===== config.mk =====
export PLATFORM = sky130hd
export DESIGN_NAME = dual_alarm_unit
export DESIGN_NICKNAME = d
export VERILOG_FILES = /design/src/rtl/alarm_pkg.sv /design/src/rtl/alarm_cmp.sv /design/src/rtl/alarm_channel.sv /design/src/rtl/dual_alarm_unit.sv
export SDC_FILE = /design/constraint.sdc
export NUM_CORES = 1
export LEC_CHECK = 0
export CAP_MARGIN = 15
export CELL_PAD_IN_SITES_DETAIL_PLACEMENT = 2
export CELL_PAD_IN_SITES_GLOBAL_PLACEMENT = 2
export CORE_MARGIN = 2
export CORE_UTILIZATION = 43
export DETAILED_ROUTE_END_ITERATION = 16
export DONT_BUFFER_PORTS = 1
export PLACE_DENSITY_LB_ADDON = 0.05
export SLEW_MARGIN = 20
export SYNTH_ARGS = -nofsm -noshare
export SYNTH_HDL_FRONTEND = slang
export SYNTH_SLANG_ARGS = --single-unit
export TNS_END_PERCENT = 5

===== constraint.sdc =====
create_clock -name clk -period 2.8 [get_ports clk]
set_clock_uncertainty 0.2 [all_clocks]
set_input_delay 0.14 -clock clk [delete_from_list [all_inputs] [get_ports clk]]
set_output_delay 0.14 -clock clk [all_outputs]
set_load 0.01 [all_outputs]

===== src/rtl/alarm_pkg.sv =====
package alarm_pkg;
  localparam int DATA_W = 8;
  localparam int ADDR_W = 3;
  localparam int MIN_W  = 7;
  localparam int HOUR_W = 6;
  localparam int NUM_CH = 2;
  localparam int W_IDX  = 1;
  localparam int D_IDX  = 0;

  typedef enum logic [ADDR_W-1:0] {
    A_WMIN  = 3'd0,
    A_WHOUR = 3'd1,
    A_WMASK = 3'd2,
    A_DMIN  = 3'd3,
    A_DHOUR = 3'd4,
    A_CTRL  = 3'd5,
    A_STAT  = 3'd6
  } reg_addr_e;

  typedef struct packed {
    logic [MIN_W-1:0]  mins;
    logic [HOUR_W-1:0] hours;
  } alarm_time_t;
endpackage


===== src/rtl/alarm_cmp.sv =====
module alarm_cmp
  import alarm_pkg::*;
#(
  parameter bit USE_WDAY = 1'b1,
  parameter int DAYS     = 7,
  parameter int WDAY_W   = 3
) (
  input  logic              min_tick,
  input  logic [7:0]        now_sec,
  input  logic [7:0]        now_min,
  input  logic [7:0]        now_hour,
  input  logic [WDAY_W-1:0] now_wday,
  input  alarm_time_t       target,
  input  logic [DAYS-1:0]   day_mask,
  output logic              hit
);
  logic time_eq;
  logic day_ok;

  assign time_eq = (now_sec == 8'h00)
                && (now_min  == {{(8-MIN_W){1'b0}},  target.mins})
                && (now_hour == {{(8-HOUR_W){1'b0}}, target.hours});

  generate
    if (USE_WDAY) begin : g_wday
      always_comb begin
        day_ok = 1'b0;
        for (int i = 0; i < DAYS; i++) begin
          if (now_wday == WDAY_W'(i)) day_ok = day_mask[i];
        end
      end
    end else begin : g_daily
      logic unused_wday;
      assign unused_wday = ^{now_wday, day_mask};
      assign day_ok = 1'b1;
    end
  endgenerate

  assign hit = min_tick && time_eq && day_ok;
endmodule


===== src/rtl/alarm_channel.sv =====
module alarm_channel
  import alarm_pkg::*;
#(
  parameter bit USE_WDAY = 1'b1,
  parameter int DAYS     = 7,
  parameter int WDAY_W   = 3
) (
  input  logic              clk,
  input  logic              rst_n,
  input  logic              halt,
  input  logic              wr_min,
  input  logic              wr_hour,
  input  logic              wr_mask,
  input  logic [MIN_W-1:0]  min_data,
  input  logic [HOUR_W-1:0] hour_data,
  input  logic [DAYS-1:0]   mask_data,
  input  logic              en,
  input  logic              en_drop,
  input  logic              flag_clr,
  input  logic              min_tick,
  input  logic [7:0]        now_sec,
  input  logic [7:0]        now_min,
  input  logic [7:0]        now_hour,
  input  logic [WDAY_W-1:0] now_wday,
  output alarm_time_t       time_q,
  output logic [DAYS-1:0]   mask_q,
  output logic              flag_q,
  output logic              irq_n
);
  logic hit;
  logic set_flag;

  always_ff @(posedge clk or negedge rst_n) begin
    if (!rst_n) begin
      time_q <= '0;
    end else begin
      if (wr_min)  time_q.mins  <= min_data;
      if (wr_hour) time_q.hours <= hour_data;
    end
  end

  generate
    if (USE_WDAY) begin : g_mask
      always_ff @(posedge clk or negedge rst_n) begin
        if (!rst_n)       mask_q <= '0;
        else if (wr_mask) mask_q <= mask_data;
      end
    end else begin : g_nomask
      logic unused_mask;
      assign unused_mask = ^{wr_mask, mask_data};
      assign mask_q = '0;
    end
  endgenerate

  alarm_cmp #(.USE_WDAY(USE_WDAY), .DAYS(DAYS), .WDAY_W(WDAY_W)) u_cmp (
    .min_tick (min_tick),
    .now_sec  (now_sec),
    .now_min  (now_min),
    .now_hour (now_hour),
    .now_wday (now_wday),
    .target   (time_q),
    .day_mask (mask_q),
    .hit      (hit)
  );

  assign set_flag = hit && en && !en_drop;

  always_ff @(posedge clk or negedge rst_n) begin
    if (!rst_n)                   flag_q <= 1'b0;
    else if (halt)                flag_q <= 1'b0;
    else if (set_flag)            flag_q <= 1'b1;
    else if (en_drop || flag_clr) flag_q <= 1'b0;
  end

  assign irq_n = ~flag_q;

  AST_FLAG_NEEDS_EN: assert property (@(posedge clk) disable iff (!rst_n)
    flag_q |-> en);
  AST_SET_ON_TICK: assert property (@(posedge clk) disable iff (!rst_n)
    $rose(flag_q) |-> $past(min_tick));
  AST_STICKY: assert property (@(posedge clk) disable iff (!rst_n)
    (flag_q && !flag_clr && !en_drop && !halt) |=> flag_q);
  AST_CLEAR_RELEASES: assert property (@(posedge clk) disable iff (!rst_n)
    (flag_clr && !hit && !halt) |=> irq_n);
  AST_DROP_RELEASES: assert property (@(posedge clk) disable iff (!rst_n)
    en_drop |=> irq_n);
  AST_HALT_RELEASES: assert property (@(posedge clk) disable iff (!rst_n)
    halt |=> (irq_n && !flag_q));
endmodule


===== src/rtl/dual_alarm_unit.sv =====
module dual_alarm_unit
  import alarm_pkg::*;
#(
  parameter int DAYS = 7,
  localparam int WDAY_W = $clog2(DAYS + 1)
) (
  input  logic              clk,
  input  logic              rst_n,
  input  logic              osc_halt,
  input  logic              min_tick,
  input  logic [7:0]        now_sec,
  input  logic [7:0]        now_min,
  input  logic [7:0]        now_hour,
  input  logic [WDAY_W-1:0] now_wday,
  input  logic              reg_wr,
  input  logic [ADDR_W-1:0] reg_addr,
  input  logic [DATA_W-1:0] reg_wdata,
  output logic [DATA_W-1:0] reg_rdata,
  output logic              irq_w_n,
  output logic              irq_d_n
);
  logic [NUM_CH-1:0] en_q;
  logic [NUM_CH-1:0] wr_min_v, wr_hour_v, wr_mask_v;
  logic [NUM_CH-1:0] en_drop_v, flag_clr_v, flag_v, irq_v;
  alarm_time_t       time_v [NUM_CH];
  logic [DAYS-1:0]   mask_v [NUM_CH];
  logic              wr_ctrl, wr_stat;

  assign wr_ctrl = reg_wr && (reg_addr == A_CTRL);
  assign wr_stat = reg_wr && (reg_addr == A_STAT);

  assign wr_min_v[W_IDX]  = reg_wr && (reg_addr == A_WMIN);
  assign wr_min_v[D_IDX]  = reg_wr && (reg_addr == A_DMIN);
  assign wr_hour_v[W_IDX] = reg_wr && (reg_addr == A_WHOUR);
  assign wr_hour_v[D_IDX] = reg_wr && (reg_addr == A_DHOUR);
  assign wr_mask_v[W_IDX] = reg_wr && (reg_addr == A_WMASK);
  assign wr_mask_v[D_IDX] = 1'b0;

  always_ff @(posedge clk or negedge rst_n) begin
    if (!rst_n)        en_q <= '0;
    else if (osc_halt) en_q <= '0;
    else if (wr_ctrl)  en_q <= reg_wdata[NUM_CH-1:0];
  end

  generate
    for (genvar c = 0; c < NUM_CH; c++) begin : g_ch
      assign en_drop_v[c]  = wr_ctrl && !reg_wdata[c];
      assign flag_clr_v[c] = wr_stat && !reg_wdata[c];

      alarm_channel #(
        .USE_WDAY (c == W_IDX),
        .DAYS     (DAYS),
        .WDAY_W   (WDAY_W)
      ) u_ch (
        .clk       (clk),
        .rst_n     (rst_n),
        .halt      (osc_halt),
        .wr_min    (wr_min_v[c]),
        .wr_hour   (wr_hour_v[c]),
        .wr_mask   (wr_mask_v[c]),
        .min_data  (reg_wdata[MIN_W-1:0]),
        .hour_data (reg_wdata[HOUR_W-1:0]),
        .mask_data (reg_wdata[DAYS-1:0]),
        .en        (en_q[c]),
        .en_drop   (en_drop_v[c]),
        .flag_clr  (flag_clr_v[c]),
        .min_tick  (min_tick),
        .now_sec   (now_sec),
        .now_min   (now_min),
        .now_hour  (now_hour),
        .now_wday  (now_wday),
        .time_q    (time_v[c]),
        .mask_q    (mask_v[c]),
        .flag_q    (flag_v[c]),
        .irq_n     (irq_v[c])
      );
    end
  endgenerate

  logic unused_dmask;
  assign unused_dmask = ^mask_v[D_IDX];

  always_comb begin
    reg_rdata = '0;
    case (reg_addr)
      A_WMIN:  reg_rdata = DATA_W'(time_v[W_IDX].mins);
      A_WHOUR: reg_rdata = DATA_W'(time_v[W_IDX].hours);
      A_WMASK: reg_rdata = DATA_W'(mask_v[W_IDX]);
      A_DMIN:  reg_rdata = DATA_W'(time_v[D_IDX].mins);
      A_DHOUR: reg_rdata = DATA_W'(time_v[D_IDX].hours);
      A_CTRL:  reg_rdata = DATA_W'(en_q);
      A_STAT:  reg_rdata = DATA_W'(flag_v);
      default: reg_rdata = '0;
    endcase
  end

  assign irq_w_n = irq_v[W_IDX];
  assign irq_d_n = irq_v[D_IDX];

  AST_MIN_PAD_ZERO: assert property (@(posedge clk) disable iff (!rst_n)
    (reg_addr == A_WMIN || reg_addr == A_DMIN) |-> (reg_rdata[7] == 1'b0));
  AST_HALT_CLEARS_EN: assert property (@(posedge clk) disable iff (!rst_n)
    osc_halt |=> (en_q == '0));
endmodule


==> flow_summary.toml <==
[run_status]
status = "finished, final reports clean"

[yosys]
seq_area_frac_synth_pct = 42.5
synth.distinct_cells = 42
synth_area_sq_um = 2180
synth_simple_gate_area_share_pct = 12.7
synth_top_area_cell = "dfrtp_1"
synth_top_family_by_area = "multiplexers"
syn_nets = 235
synth-xor-area-share_pct = 10.4
synth-main-ff-cell = "dfrtp_1"
syn_inst = 192
ys_seq_elements = 37
syn_area_per_cell_sq_um = 11.4
async_flop_share_pct = 100
synthAdderAreaFrac_pct = 0
synth_compound_area_share_pct = 8.78
ys_top_cells_by_area = "dfrtp_1, mux2_2, xor2_1"
yosysWarnings = 0
synthMuxAreaShare_pct = 21.7
synth_edf_count = 0
synth_top_area_share_pct = 42.5

[die]
dieArea_sq_um = 5660
die_y_um = 75.2
core.rowCount = 25
initial_core_util_pct = 45.3
core_area_sq_um = 4820
die_width_um = 75.2
ios = 53

[final_layout]
fin_nets = 251
ff_latch_area_sq_um = 926
final_cell_mix = "dfrtp_1, mux2_2, xor2_1"
syn2layout_area_growth_pct = 13.4
layout-drive-gt1-share_pct = 23.4
final_common_cell = "dfrtp_1"
antenna-diode-count = 0
multi_input_area_sq_um = 1170
fillers = 508
fin_util_pct = 51.3

[global_route]
grt_pass1_wl_um = 10800
track_usage_pct = 27.6
met2_usage_pct = 51.9
met3_usage_pct = 7.23
antenna_found_initial = 0
top_usage_layer = "met2"
grt_overflow = 0
grt_pass1_vias = 1906
met1_usage_pct = 30.9
grt_max_degree = 38

[detailed_routing]
antenna_left = 0
first_iter_violations = 75
wl_per_cell_um = 25.3
dr.pass1.iters = 4
dr_total_vias = 1660
drc = 0
routed_wl_um = 6990
routed_via_density = 6.01

[sta]
fmax_ghz = 0.419
slew_violations = 0
min_period_ns = 2.39
slew_headroom_pct = 60.8
finalSetupViolations = 0
rsz0062_at_grt = "false"
fin_crit_sh_pct = 85.3
finalHoldViolations = 0
setup_tns_ns = 0
tightestPinTransition_ns = 0.585

[pwr]
leakage_nw = 1.03
p_per_area_nw_per_um2 = 594
vdd_drop_max_mv = 0.309

[place]
port_buffers = 0
gp_congestion = 0.835
dpl.hpwl_um = 4820

[clock_network]
h-tree-depth = 2
hold_buffers = 18
cts_buffers = 5
path_clk_slew_ns = 0.07
root_buffer = "clkbuf_8"
cts_resized = 0
clockBufferDepth = 2
clk_latency_ns = 0.29
clock-sinks = 37
cts_setup_buffers = 0
cts_tree = "built"

[worst_hold_path]
hold_class = "in2reg"

[worst_setup_path]
startpoint_type = "input pin"
crit_required_ns = 2.78
critPathKind = "in2reg"
cp-end-kind = "flop"
crit_fanout = 11
crit_arrival_ns = 2.37

[flow_run]
maxCapViolations = 0
## logic make-up (layout without fill, tap and decap cells)
| logic type | after synthesis | in the layout |
|---|---|---|
| mux | 40 | 40 |
| simple gates | 45 | 45 |
| compound gates | 29 | 29 |
| buf+inv | 14 | 31 |
| flops | 37 | 37 |
| other cells | 1 | 1 |
| xor+xnor | 26 | 26 |
## power breakdown
part	internal [W]	total, W	switching (W)
logic	0.000199	0.000359	0.000161
registers	0.000640	0.000747	0.000107
clock network	0.000177	0.000362	0.000185
## cell usage after synthesis (3+ instances only)
cell type and n:
and3_1 4, dfrtp_1 37, nor4_1 7, o21ai_0 8, nor2_1 11, a21oi_1 3
nand2_1 4, mux2_2 36, a22oi_1 9, inv_1 5, buf_2 5, xor2_1 25
## worst paths after layout
| kind | from | slack (ns) | to | cells past startpoint |
|---|---|---|---|---|
| hold / removal | reg_addr[0] | 0.007 | g_ch[0].u_ch.flag_q | 3 |
| min in group asynchronous | rst_n | 0.11 | g_ch[0].u_ch.time_q[7] | 2 |
| hold reg to reg | en_q[0] | 0.34 | en_q[0] | 1 |
| setup reg to reg | g_ch[1].u_ch.time_q[5] | 0.94 | g_ch[1].u_ch.flag_q | 5 |
| setup / recovery | reg_addr[1] | 0.41 | g_ch[1].u_ch.time_q[7] | 4 |
| max in group asynchronous | rst_n | 2.10 | g_ch[1].u_ch.time_q[10] | 2 |
## per-stage QoR
step                total power, W  cell area [sq um]  hold slack [ns]  setup WS, ns  cells
detailed placement         0.00106               2200           -0.355          1.15    250
finish                     0.00147               2470          0.00721         0.413    276
floorplan                 0.000982               2180           -0.356          1.35    192
CTS                        0.00148               2470          0.00721         0.397    276
global placement           0.00104               2200           -0.355          1.14    250
global route               0.00155               2470           0.0327         0.378    276
## flip-flops by register name (all words and copies together) (netlist names)
register / count
en_q: 2
g_ch.u_ch.flag_q: 2
g_ch.u_ch.mask_q: 7
g_ch.u_ch.time_q: 26
## layout make-up
| type | instances | share of cell area, % |
|---|---|---|
| tap | 67 | 3.39 |
| timing repair buffer | 18 | 7.69 |
| clock buffer | 8 | 3.24 |
| sequential | 37 | 37.4 |
| inverter | 5 | 0.759 |
| multi-input combinational | 141 | 47.5 |
## layer usage
layer	part of all wire [%]	vias up
li1	-	726
met1	38	875
met2	55	49
met3	6.0	10
met4	1.3	0
met5	0	-
## worst max-delay path: stages
cell and delay, ns:
dlygate4sd3_1 0.61, nor3_2 0.54, dlygate4sd3_1 0.73, mux2_2 0.35
No activity file was read; power rests on OpenSTA's default activity.
